===== src/rtl/hbp_pkg.sv =====
package hbp_pkg;

  typedef enum logic [1:0] {
    ST_OFF   = 2'b00,
    ST_DRIVE = 2'b01,
    ST_FWLO  = 2'b10,
    ST_FWHI  = 2'b11
  } br_state_t;

  // gate bits: [0] hi_a, [1] lo_a, [2] hi_b, [3] lo_b
  localparam logic [3:0] G_OFF = 4'b0000;
  localparam logic [3:0] G_POS = 4'b1001;
  localparam logic [3:0] G_NEG = 4'b0110;
  localparam logic [3:0] G_LO  = 4'b1010;
  localparam logic [3:0] G_HI  = 4'b0101;

  localparam logic [1:0] PH_RISE = 2'd0;
  localparam logic [1:0] PH_FWLO = 2'd1;
  localparam logic [1:0] PH_FALL = 2'd2;
  localparam logic [1:0] PH_FWHI = 2'd3;

endpackage


===== src/rtl/hbp_carrier.sv =====
module hbp_carrier #(
  parameter int CNT_W    = 16,
  parameter int DUTY_W   = 16,
  parameter int MIN_HALF = 2,
  parameter int RST_HALF = 3125
) (
  input  logic                     clk,
  input  logic                     rst_n,
  input  logic signed [DUTY_W-1:0] duty_i,
  input  logic [CNT_W-1:0]         per_half_i,
  output logic [CNT_W-1:0]         cnt_o,
  output logic                     up_o,
  output logic [CNT_W-1:0]         half_o,
  output logic [CNT_W-1:0]         mag_o,
  output logic                     neg_o
);

  localparam int WIDE = ((CNT_W > DUTY_W) ? CNT_W : DUTY_W) + 1;

  logic [CNT_W-1:0]  cnt_q, half_q, mag_q;
  logic              up_q, neg_q;
  logic [CNT_W-1:0]  per_req, mag_req;
  logic [DUTY_W-1:0] dmag;
  logic [WIDE-1:0]   dm_w, pr_w;
  logic              at_peak, at_valley;

  // requested period with floor, duty magnitude clamped to it
  always_comb begin
    per_req = (per_half_i < CNT_W'(MIN_HALF)) ? CNT_W'(MIN_HALF) : per_half_i;
    dmag    = duty_i[DUTY_W-1] ? DUTY_W'(-duty_i) : DUTY_W'(duty_i);
    dm_w    = WIDE'(dmag);
    pr_w    = WIDE'(per_req);
    mag_req = (dm_w > pr_w) ? per_req : CNT_W'(dm_w);
  end

  assign at_peak   = up_q && (cnt_q == half_q - CNT_W'(1));
  assign at_valley = !up_q && (cnt_q == '0);

  always_ff @(posedge clk or negedge rst_n) begin
    if (!rst_n) begin
      cnt_q  <= '0;
      up_q   <= 1'b1;
      half_q <= CNT_W'(RST_HALF);
      mag_q  <= '0;
      neg_q  <= 1'b0;
    end else if (up_q) begin
      if (at_peak) up_q <= 1'b0;
      else         cnt_q <= cnt_q + CNT_W'(1);
    end else if (at_valley) begin
      up_q   <= 1'b1;
      half_q <= per_req;
      mag_q  <= mag_req;
      neg_q  <= duty_i[DUTY_W-1];
    end else begin
      cnt_q <= cnt_q - CNT_W'(1);
    end
  end

  assign cnt_o  = cnt_q;
  assign up_o   = up_q;
  assign half_o = half_q;
  assign mag_o  = mag_q;
  assign neg_o  = neg_q;


  cnt_bound_chk: assert property (@(posedge clk) disable iff (!rst_n)
    cnt_q < half_q);


  peak_hold_chk: assert property (@(posedge clk) disable iff (!rst_n)
    at_peak |=> (!up_q && cnt_q == $past(cnt_q)));


  shadow_hold_chk: assert property (@(posedge clk) disable iff (!rst_n)
    !at_valley |=> ($stable(half_q) && $stable(mag_q) && $stable(neg_q)));

endmodule


===== src/rtl/hbp_decode.sv =====
module hbp_decode
  import hbp_pkg::*;
#(
  parameter int CNT_W = 16
) (
  input  logic [CNT_W-1:0] cnt_i,
  input  logic             up_i,
  input  logic [CNT_W-1:0] half_i,
  input  logic [CNT_W-1:0] mag_i,
  input  logic             neg_i,
  output br_state_t        state_o,
  output logic [1:0]       phase_o,
  output logic [3:0]       gate_o
);

  logic [CNT_W-1:0] span, lo_edge, hi_edge;

  // drive window [lo_edge, hi_edge) is centred in the half-period
  always_comb begin
    span    = half_i - mag_i;
    lo_edge = span >> 1;
    hi_edge = lo_edge + mag_i;
    if (cnt_i < lo_edge) begin
      state_o = ST_FWHI;
      phase_o = PH_FWHI;
      gate_o  = G_HI;
    end else if (cnt_i < hi_edge) begin
      state_o = ST_DRIVE;
      phase_o = up_i ? PH_RISE : PH_FALL;
      gate_o  = neg_i ? G_NEG : G_POS;
    end else begin
      state_o = ST_FWLO;
      phase_o = PH_FWLO;
      gate_o  = G_LO;
    end
  end

endmodule


===== src/rtl/hbp_fault.sv =====
module hbp_fault (
  input  logic clk,
  input  logic rst_n,
  input  logic alarm_i,
  input  logic clr_i,
  output logic block_o
);

  logic flt_q;

  always_ff @(posedge clk or negedge rst_n) begin
    if (!rst_n)                flt_q <= 1'b0;
    else if (alarm_i)          flt_q <= 1'b1;
    else if (clr_i)            flt_q <= 1'b0;
  end

  assign block_o = alarm_i | flt_q;


  flt_hold_chk: assert property (@(posedge clk) disable iff (!rst_n)
    (flt_q && !(clr_i && !alarm_i)) |=> flt_q);


  flt_set_chk: assert property (@(posedge clk) disable iff (!rst_n)
    alarm_i |=> flt_q);

endmodule


===== src/rtl/hbridge_pwm_seq.sv =====
module hbridge_pwm_seq
  import hbp_pkg::*;
#(
  parameter int CNT_W    = 16,
  parameter int DUTY_W   = 16,
  parameter int MIN_HALF = 2,
  parameter int RST_HALF = 3125
) (
  input  logic                     clk,
  input  logic                     rst_n,
  input  logic signed [DUTY_W-1:0] duty_i,
  input  logic [CNT_W-1:0]         per_half_i,
  input  logic                     fault_i,
  input  logic                     flt_clr_i,
  output logic [3:0]               gate_o,
  output logic                     en_o,
  output logic [1:0]               state_o,
  output logic [1:0]               phase_o,
  output logic                     strobe_o
);

  logic [CNT_W-1:0] cnt, half, mag;
  logic             up, neg, blk;
  br_state_t        dec_st, nxt_st, st_q;
  logic [1:0]       dec_ph, ph_q;
  logic [3:0]       dec_g, gate_q;
  logic             stb_q;

  hbp_carrier #(
    .CNT_W(CNT_W), .DUTY_W(DUTY_W), .MIN_HALF(MIN_HALF), .RST_HALF(RST_HALF)
  ) u_car (
    .clk(clk), .rst_n(rst_n), .duty_i(duty_i), .per_half_i(per_half_i),
    .cnt_o(cnt), .up_o(up), .half_o(half), .mag_o(mag), .neg_o(neg)
  );

  hbp_decode #(.CNT_W(CNT_W)) u_dec (
    .cnt_i(cnt), .up_i(up), .half_i(half), .mag_i(mag), .neg_i(neg),
    .state_o(dec_st), .phase_o(dec_ph), .gate_o(dec_g)
  );

  hbp_fault u_flt (
    .clk(clk), .rst_n(rst_n), .alarm_i(fault_i), .clr_i(flt_clr_i),
    .block_o(blk)
  );

  assign nxt_st = blk ? ST_OFF : dec_st;

  always_ff @(posedge clk or negedge rst_n) begin
    if (!rst_n) begin
      gate_q <= G_OFF;
      st_q   <= ST_OFF;
      ph_q   <= PH_FWHI;
      stb_q  <= 1'b0;
    end else begin
      gate_q <= blk ? G_OFF : dec_g;
      st_q   <= nxt_st;
      ph_q   <= dec_ph;
      stb_q  <= (nxt_st != st_q);
    end
  end

  // alarm cuts the outputs in the same cycle, ahead of the registers
  assign gate_o   = blk ? G_OFF : gate_q;
  assign en_o     = !blk;
  assign state_o  = blk ? ST_OFF : st_q;
  assign phase_o  = ph_q;
  assign strobe_o = stb_q;


  no_shoot_chk: assert property (@(posedge clk) disable iff (!rst_n)
    !(gate_o[0] && gate_o[1]) && !(gate_o[2] && gate_o[3]));


  strobe_chg_chk: assert property (@(posedge clk) disable iff (!rst_n)
    stb_q |-> (st_q != $past(st_q)));


  alarm_latch_chk: assert property (@(posedge clk) disable iff (!rst_n)
    fault_i |=> !en_o);


  phase_state_chk: assert property (@(posedge clk) disable iff (!rst_n)
    (st_q == ST_FWLO) |-> (ph_q == PH_FWLO));

endmodule


===== config.mk =====
export PLATFORM = sky130hd
export DESIGN_NAME = hbridge_pwm_seq
export DESIGN_NICKNAME = d
export VERILOG_FILES = /design/src/rtl/hbp_pkg.sv /design/src/rtl/hbp_carrier.sv /design/src/rtl/hbp_decode.sv /design/src/rtl/hbp_fault.sv /design/src/rtl/hbridge_pwm_seq.sv
export SDC_FILE = /design/constraint.sdc
export NUM_CORES = 1
export LEC_CHECK = 0
export ABC_AREA = 1
export BUFFER_PORTS_ARGS = -buffer_cell sky130_fd_sc_hd__clkbuf_2
export CAP_MARGIN = 10
export CORE_ASPECT_RATIO = 0.75
export CORE_UTILIZATION = 31
export CTS_BUF_LIST = sky130_fd_sc_hd__clkbuf_4 sky130_fd_sc_hd__clkbuf_8
export CTS_CLUSTER_DIAMETER = 30
export DETAILED_ROUTE_END_ITERATION = 12
export PLACE_DENSITY = 0.5
export SYNTH_ARGS = -nofsm -noshare
export SYNTH_HDL_FRONTEND = slang
export SYNTH_HIERARCHICAL = 1
export SYNTH_SLANG_ARGS = --single-unit

===== constraint.sdc =====
create_clock -name clk -period 4.4 [get_ports clk]
set_clock_uncertainty 0.05 [all_clocks]
set_input_delay 0.22 -clock clk [delete_from_list [all_inputs] [get_ports clk]]
set_output_delay 0.22 -clock clk [all_outputs]
set_load 0.01 [all_outputs]

==> flow_summary.toml <==
[global_routing]
grt_pass1_vias = 6652
grt_overflow = 0
antenna_found_initial = 0
grt_max_degree = 55
grt_pass1_wl_um = 34470
grt_usage_pct = 18.25

[timing]
drv_slew = 0
tns_ns = 0
final-hold-violation-count = 0
slew-limit-headroom_pct = 39.78
fmax_ghz = 0.2418
post-route-period-util_pct = 94.00
final.min_clock_period_ns = 4.136
setup_violations = 0
tightestPinTransition_ns = 0.9020

[clocking]
clockBufferDepth = 2
clkLatencyLatePin_ns = 0.36
cts_tree = "done"
numCtsBuffers = 9
cts_root_buffer = "clkbuf_8"
cts_sinks = 60
cts_htree_levels = 3
path_clk_slew_ns = 0.08

[finish]
final_cells = 1473
fin_nets = 1300
most-common-layout-cells = "nand2_1, inv_1, nand3_1, ha_1, nor2_1"
layout-drive-gt1-share_pct = 12.96
antennaDiodeCount = 0
area_delta_synth_final_pct = 13.29
final_common_cell = "nand2_1"
nFillCells = 2551

[place]
io_buffer_count = 45
dp_hpwl_um = 17020
place_congestion = 0.8636
dp.cells = 1448

[floorplanning]
die_y_um = 134.8
fp.coreArea_um2 = 23060
dieArea_um2 = 24130
start_util_pct = 31.59
io_pins = 46
num_rows = 48
die_x_um = 179.0

[worst_setup_path]
end_kind = "flip-flop"
crit_arrival_ns = 4.35
rr_startpoint = "u_car/half_o[2]"
r2r_end = "strobe_o"
critical_path_class = "reg -> reg"
crit_required_ns = 4.61
crit_path_frequent_cell = "nand2_1"
cp_slowest_cell = "dfstp_2"
worst_setup_path_start_kind = "flip-flop"
rr_worst_depth = 29
rrSetupSlack_ns = 0.26
slowest_delay_ns = 0.56
worstPathMaxFanout = 5

[logic_synthesis]
synth_edf_count = 0
synthCells = 1115
synthArstFlopShare_pct = 100.0
synth_top_area_share_pct = 17.52
yosys.area.top_type = "dfrtp_1"
synth-seq-cells = 60
syn_avg_cell_area_um2 = 6.534
yosysWarningCount = 6
seq_area_frac_synth_pct = 20.76
synth-main-ff-cell = "dfrtp_1"
synthTopCellsByArea = "dfrtp_1, nand2_1, ha_1"
yosys.cell_types.count = 44
syn_area_um2 = 7286
syn_nets = 1247

[routing]
ant_nets = 0
finalWirelength_um = 20780
drtIter0Drc = 377
avgRoutedWirePerCell_um = 14.10
via_per_inst = 4.815
drt-pass1-iter-count = 9
drc = 4
vias = 7092

[hold_path]
holdPathEnd = "u_car/half_o[5]"
hold_start = "per_half_i[5]"
hp-class = "in -> reg"
min_path_cells = 3

[power]
power_leakage_uw = 0.004562
ir_drop_v = 0.0001683
total_power_uw = 3386
power.density_nw_per_um2 = 410.2

[outcome]
violations = "DRC"
status = "finished with violations"

[job]
drv_cap = 0
-- power by group --
group / internal, uW / total [uW] / switching (uW)
registers: 627 / 757 / 130
clock network: 346 / 591 / 245
logic: 793 / 2040 / 1240
total: 1770 / 3390 / 1620
-- area by class of cell --
type	count	area, um2	area share, %
Clock buffer	12	152.6	1.849
Clock inverter	4	72.57	0.8792
Inverter	150	563.0	6.821
Multi-Input combinational cell	885	5214	63.17
Sequential cell	60	1516	18.37
Tap cell	300	375.4	4.548
Timing Repair Buffer	62	360.3	4.366
-- logic make-up (layout without fill, tap and decap cells) --
logic type / count (synthesis) / in the layout / synth area share (%)
buf+inv: 170 / 228 / 9.239
flops: 60 / 60 / 20.76
simple gates: 591 / 591 / 35.82
xor+xnor: 52 / 52 / 6.251
compound gates: 146 / 146 / 11.13
fa+ha+maj: 96 / 96 / 16.80
-- synthesized netlist by cell type, drive strengths merged, types with 14 or more instances --
library cell	count
a21oi	72
dfrtp	51
ha	93
inv	150
nand2	349
nand3	109
nand4	14
nor2	89
nor3	14
o21ai	49
xnor2	20
xor2	32
-- state kept, by name (all words and copies together), names as in the netlist --
register	cells
st_q	2
u_car/half_o	16
u_car/neg_o	1
phase_o	2
u_car/cnt_o	16
u_car/up_o	1
u_flt/flt_q	1
strobe_o	1
gate_q	4
u_car/mag_o	16
-- stage by stage --
stage / hold slack [ns] / util (%) / area [um2] / worst slack (ns)
4_1_cts: 0.04080 / 35.13 / 8102 / 0.02797
3_5_place_dp: 0.2774 / 33.99 / 7839 / -0.04276
2_1_floorplan: -0.1256 / - / 7286 / 0.4932
5_1_grt: 0.06401 / 35.79 / 8254 / -0.01040
3_3_place_gp: 0.2758 / 33.99 / 7839 / -0.02243
6_report: 0.06092 / 35.79 / 8254 / 0.2639
-- worst max-delay path: cells and delay by family (launching register included) --
family / cells / cell delay [ns]
adders and majority gates: 3 / 0.91
buffers and inverters: 4 / 0.26
DFF: 1 / 0.56
AOI/OAI and AO/OA: 6 / 1.05
and+or+nand+nor: 16 / 1.19
-- how the worst max path moves through the flow --
stage | start | endpoint | cells past startpoint
3_3_place_gp | u_car/half_o[8] | strobe_o | 24
3_5_place_dp | u_car/half_o[8] | strobe_o | 24
4_1_cts | u_car/half_o[8] | strobe_o | 24
2_1_floorplan | u_car/half_o[5] | strobe_o | 30
6_report | u_car/half_o[2] | strobe_o | 29
5_1_grt | u_car/half_o[2] | strobe_o | 31
-- metal layers --
| metal | wire [um] | GRT usage, % | vias to the layer above |
|---|---|---|---|
| met2 | 8646 | 27.22 | 145 |
| met4 | 237 | 4.331 | 0 |
| met3 | 834 | 2.477 | 15 |
| met1 | 11060 | 27.36 | 3212 |
| li1 | - | - | 3720 |
| met5 | 0 | 0 | - |
-- timing repair --
action	in CTS	in global routing
buffers inserted	0	6
endpoints found under the setup margin	1	8
resized for setup	1	31
hold buffers	3	0
hold endpoints to repair	26	0
pin swaps	0	2
(Power assumes the default switching activity.)
